`src/rtl/crc16_pkg.sv`:
```
package crc16_pkg;

    typedef enum logic {
        MODE_PLAIN = 1'b0,
        MODE_REFL  = 1'b1
    } crc_mode_e;

endpackage

```
`src/rtl/crc16_bit_step.sv`:
```
module crc16_bit_step #(
    parameter int          W    = 16,
    parameter logic [15:0] POLY = 16'h8005
) (
    input  logic [W-1:0] cur,
    input  logic         bit_in,
    output logic [W-1:0] nxt
);
    logic fb;

    always_comb begin
        fb  = cur[W-1] ^ bit_in;
        nxt = {cur[W-2:0], 1'b0} ^ (fb ? POLY[W-1:0] : '0);
    end

endmodule

```
`src/rtl/crc16_finish.sv`:
```
module crc16_finish #(
    parameter int          W      = 16,
    parameter logic [15:0] XOROUT = 16'hFFFF
) (
    input  logic [W-1:0] raw,
    input  logic         refl,
    output logic [W-1:0] res
);
    logic [W-1:0] mirrored;

    for (genvar i = 0; i < W; i++) begin : g_mirror
        assign mirrored[i] = raw[W-1-i];
    end

    assign res = refl ? (mirrored ^ XOROUT[W-1:0]) : raw;

endmodule

```
`src/rtl/crc16_serial.sv`:
```
module crc16_serial
    import crc16_pkg::*;
#(
    parameter int          W      = 16,
    parameter logic [15:0] POLY   = 16'h8005,
    parameter logic [15:0] INIT   = 16'h0000,
    parameter logic [15:0] XOROUT = 16'hFFFF,
    parameter int          BYTE_W = 8
) (
    input  logic              clk,
    input  logic              rst_n,
    input  logic              start,
    input  logic              mode_refl,
    input  logic              in_valid,
    input  logic [BYTE_W-1:0] in_data,
    input  logic              in_last,
    output logic              in_ready,
    output logic [W-1:0]      crc_out,
    output logic              done
);
    localparam int CNT_W = $clog2(BYTE_W);

    typedef struct packed {
        logic              armed;
        crc_mode_e         mode;
        logic [W-1:0]      lfsr;
        logic [BYTE_W-1:0] sh;
        logic [CNT_W-1:0]  left;
        logic              last;
        logic              fin;
        logic [W-1:0]      res;
        logic              done;
    } state_t;

    state_t            st_d, st_q;
    logic              accept;
    logic [BYTE_W-1:0] byte_rev;
    logic [BYTE_W-1:0] byte_ord;
    logic              step_bit;
    logic [W-1:0]      lfsr_step;
    logic [W-1:0]      final_val;

    for (genvar i = 0; i < BYTE_W; i++) begin : g_byte_rev
        assign byte_rev[i] = in_data[BYTE_W-1-i];
    end

    assign byte_ord = (st_q.mode == MODE_REFL) ? byte_rev : in_data;
    assign in_ready = st_q.armed && (st_q.left == '0) && !st_q.fin;
    assign accept   = in_ready && in_valid && !start;
    assign step_bit = accept ? byte_ord[BYTE_W-1] : st_q.sh[BYTE_W-1];

    crc16_bit_step #(.W(W), .POLY(POLY)) u_step (
        .cur    (st_q.lfsr),
        .bit_in (step_bit),
        .nxt    (lfsr_step)
    );

    crc16_finish #(.W(W), .XOROUT(XOROUT)) u_finish (
        .raw  (st_q.lfsr),
        .refl (st_q.mode == MODE_REFL),
        .res  (final_val)
    );

    always_comb begin
        st_d      = st_q;
        st_d.done = 1'b0;
        if (start) begin
            st_d.armed = 1'b1;
            st_d.mode  = mode_refl ? MODE_REFL : MODE_PLAIN;
            st_d.lfsr  = INIT[W-1:0];
            st_d.left  = '0;
            st_d.last  = 1'b0;
            st_d.fin   = 1'b0;
        end else if (st_q.fin) begin
            st_d.res   = final_val;
            st_d.done  = 1'b1;
            st_d.fin   = 1'b0;
            st_d.armed = 1'b0;
        end else if (accept) begin
            st_d.lfsr = lfsr_step;
            st_d.sh   = byte_ord << 1;
            st_d.left = CNT_W'(BYTE_W - 1);
            st_d.last = in_last;
        end else if (st_q.left != '0) begin
            st_d.lfsr = lfsr_step;
            st_d.sh   = st_q.sh << 1;
            st_d.left = st_q.left - CNT_W'(1);
            if (st_q.left == CNT_W'(1) && st_q.last) begin
                st_d.fin = 1'b1;
            end
        end
    end

    always_ff @(posedge clk or negedge rst_n) begin
        if (!rst_n) begin
            st_q <= '0;
        end else begin
            st_q <= st_d;
        end
    end

    assign crc_out = st_q.res;
    assign done    = st_q.done;

    assert_done_single_R6: assert property (@(posedge clk) disable iff (!rst_n)
        done |=> !done);

    assert_result_held_R6: assert property (@(posedge clk) disable iff (!rst_n)
        !done |-> $stable(crc_out));

    assert_ready_drops_R5: assert property (@(posedge clk) disable iff (!rst_n)
        (in_valid && in_ready && !start) |=> !in_ready);

    assert_mode_latched_R7: assert property (@(posedge clk) disable iff (!rst_n)
        !start |=> $stable(st_q.mode));

    assert_start_opens_R8: assert property (@(posedge clk) disable iff (!rst_n)
        start |=> (in_ready && !done));

    assert_closed_after_done_R9: assert property (@(posedge clk) disable iff (!rst_n)
        done |-> !in_ready);

endmodule

```
`config.mk`:
```
export PLATFORM = sky130hd
export DESIGN_NAME = crc16_serial
export DESIGN_NICKNAME = d
export VERILOG_FILES = /design/src/rtl/crc16_pkg.sv /design/src/rtl/crc16_bit_step.sv /design/src/rtl/crc16_finish.sv /design/src/rtl/crc16_serial.sv
export SDC_FILE = /design/constraint.sdc
export NUM_CORES = 1
export LEC_CHECK = 0
export ABC_CLOCK_PERIOD_IN_PS = 1700
export BUFFER_PORTS_ARGS = -buffer_cell sky130_fd_sc_hd__buf_4
export CAP_MARGIN = 15
export CORE_UTILIZATION = 45
export DETAILED_ROUTE_END_ITERATION = 8
export GPL_TIMING_DRIVEN = 0
export PLACE_DENSITY = 0.65
export SYNTH_ARGS = -nofsm -noshare
export SYNTH_HDL_FRONTEND = slang
export SYNTH_SLANG_ARGS = --single-unit
```
`constraint.sdc`:
```
create_clock -name clk -period 1.7 [get_ports clk]
set_input_delay 0.34 -clock clk [delete_from_list [all_inputs] [get_ports clk]]
set_output_delay 0.34 -clock clk [all_outputs]
set_load 0.02 [all_outputs]
```
==> flow_metrics.tcl <==
set metrics [dict create \
    status "completed" \
    min_period_ns 1.69 \
    postPlaceCellArea_um2 2720 \
    p_per_area_nw_per_um2 1430 \
    hold_viol_final 0 \
    syn2layout_area_growth_pct 20.6 \
    arrival_ns 1.35 \
    regToRegEndpoint "st_q[24]" \
    synth_edf_count 0 \
    die_area_um2 5650 \
    cts_max_level 2 \
    grt_pass1_vias 1666 \
    p_total_mw 4.15 \
    cap_violations 0 \
    io_buffers 30 \
    rsz0062_at_grt "yes" \
    grt_first_pass_wirelength_mm 7.91 \
    core_area_um2 5140 \
    track_usage_pct 18.9 \
    power.switching_mw 1.46 \
    cts_tree "yes" \
    cts_root_buffer "clkbuf_8" \
    nFillCells 468 \
    worstSetupPathType "register to primary output" \
    diodes 0 \
    p_int_mw 2.69 \
    netlist_area_um2 2410 \
    clock_path_buffers 2 \
    power_frac_clock_pct 19.2 \
    rows 26 \
    drtAntennaViolNets 0 \
    r2r_cells 9 \
    finClkSkew_ns 0.00325 \
    synth_warnings 0 \
    ys.flop_type "dfrtp_1" \
    via_per_inst 5.14 \
    drt_iter0_markers 49 \
    crit_path_start_kind "register" \
    cts.sinks 47 \
    final_common_cell "buf_4" \
    fmax_ghz 0.593 \
    drt_first_pass_iters 6 \
    drive_gt1_share_pct 29.2 \
    grt_overflow 0 \
    cts_buffers 5 \
    slew_violations 0 \
    finish.instance_area_um2 2900 \
    swShare_pct 35.1 \
    setup_viol 0 \
    p_leak_nw 1.37 \
    finalCritPeriodShare_pct 99.3 \
    r2r_start "st_q[19]" \
    yosys.cell_types.count 41 \
    combPwrFrac_pct 42.5 \
    crit_required_ns 1.36 \
    die_w_um 75.2 \
    vias 1805 \
    async_flop_share_pct 100 \
    final_util_pct 56.5 \
    clk_latency_ns 0.30 \
    critPathMaxFanout 3 \
    worst_setup_path_end_kind "primary output" \
    hold_class "input port to async pin" \
    syn_nets 255 \
    max-slew-margin-rel_pct 61.1 \
    layout_common_cells "52 x buf_4, 47 x dfrtp_1, 42 x nand2_1" \
    antenna_found_initial 0 \
    syn_avg_cell_area_um2 10.1 \
    die_height_um 75.2 \
    initial_utilization_pct 46.9 \
    tns_ns 0 \
    postSynthCellCount 238 \
    vdd_ir_drop_max_mv 0.590 \
    pin_count 32 \
    fin_ws_ns 0.0126 \
    grt_start_max_net_pins 48 \
    dp_slack_ns -0.0292 \
    drt_wl_total_mm 4.69 \
    nets 298 \
    synth.ff_latch_count 47 \
    avgRoutedWirePerCell_um 13.3 \
    hpwl_mm 3.33 \
    p_seq_share_pct 38.3 \
    globalplace.congestion 0.868 \
    tightest_slew_ns 0.583 \
    drc_errors 0 \
    cts.clk_slew.worst_paths_ns 0.08 \
    r2r_slack_ns 0.05 \
    yosysSeqAreaShare_pct 48.8 \
]
## what timing repair did
item,in CTS,in global routing
buffers inserted,5,1
hold buffers,0,0
hold endpoints to repair,0,0
pin swaps,1,0
gates resized for setup,4,5
setup endpoints to repair,18,17
## cell families (layout without fill, tap and decap cells)
| logic type | Yosys count | after routing | share of synthesized area [%] |
|---|---|---|---|
| AOI/OAI and AO/OA | 66 | 66 | 19.3 |
| and+or+nand+nor | 66 | 66 | 13.6 |
| DFF | 47 | 47 | 48.8 |
| buffers and inverters | 40 | 83 | 10.1 |
| muxes | 12 | 12 | 5.09 |
| xor gates and xnor gates | 4 | 4 | 1.45 |
| adders and majority gates | 3 | 3 | 1.56 |
## cell type report
class                      instances  area (µm²)  area share [%]
clock buffer                       6        72.6            2.50
inverter                          12        45.0            1.55
clock inverter                     1        30.0            1.03
multi-input combinational        151        1020            35.0
sequential                        47        1180            40.5
tap                               70        87.6            3.02
buffer                            28         199            6.85
timing repair buffer              36         278            9.56
## routing by layer
metal	share of wire [%]	vias up	track usage, %
li1	-	896	-
met1	48	860	26.3
met2	46	44	29.7
met3	4.2	5	3.21
met4	1.1	0	7.41
met5	0	-	0
## through the flow
step                      std cells  hold WS (ns)
after floorplan                 238        0.0444
after global placement          338         0.390
after detailed placement        338         0.386
after CTS                       350        0.0602
after global routing            351        0.0903
final                           351        0.0311
## state kept, by name, indices dropped and copies added, names as in the netlist
| register | cells |
|---|---|
| st_q | 30 |
| done | 1 |
| crc_out | 16 |
## cell usage after synthesis (2+ instances only)
cell type  number  area [µm²]
a31oi_1         7        43.8
nor2_1          3        11.3
inv_1          12        45.0
nand3_1         4        20.0
buf_4          18         135
a22o_1         15         131
mux2_2          2        22.5
ha_1            3        37.5
a211oi_1        5        37.5
buf_2           3        15.0
clkbuf_1        4        15.0
nand2_1        42         158
o21ai_0        26         130
buf_6           3        33.8
nand2b_1        2        12.5
mux2i_1        10         100
a21oi_1         2        10.0
dfrtp_1        47        1180
nor2b_1         6        37.5
xnor2_1         3        26.3
## how the worst max path moves through the flow
stage / startpoint / endpoint / cells after the start
6_report: st_q[19] / in_ready / 5
5_1_grt: st_q[20] / in_ready / 5
4_1_cts: st_q[19] / in_ready / 5
3_5_place_dp: st_q[19] / st_q[38] / 7
3_3_place_gp: st_q[19] / st_q[32] / 7
2_1_floorplan: st_q[19] / st_q[20] / 7
## worst max-delay path: stages (launching register included)
cell,delay (ns)
dfrtp_1,0.40
inv_2,0.09
ha_4,0.14
and4bb_1,0.21
buf_6,0.10
buf_6,0.10
## power groups by stage
stage	Sequential [mW]	Clock, mW	Combinational, mW
final	1.59	0.795	1.76
after global routing	1.63	0.832	1.96
after CTS	1.59	0.801	1.70
after detailed placement	1.60	0	1.57
after global placement	1.60	0	1.55
after floorplan	1.55	0	1.17
Note: power is estimated with default switching activity, not from simulation.
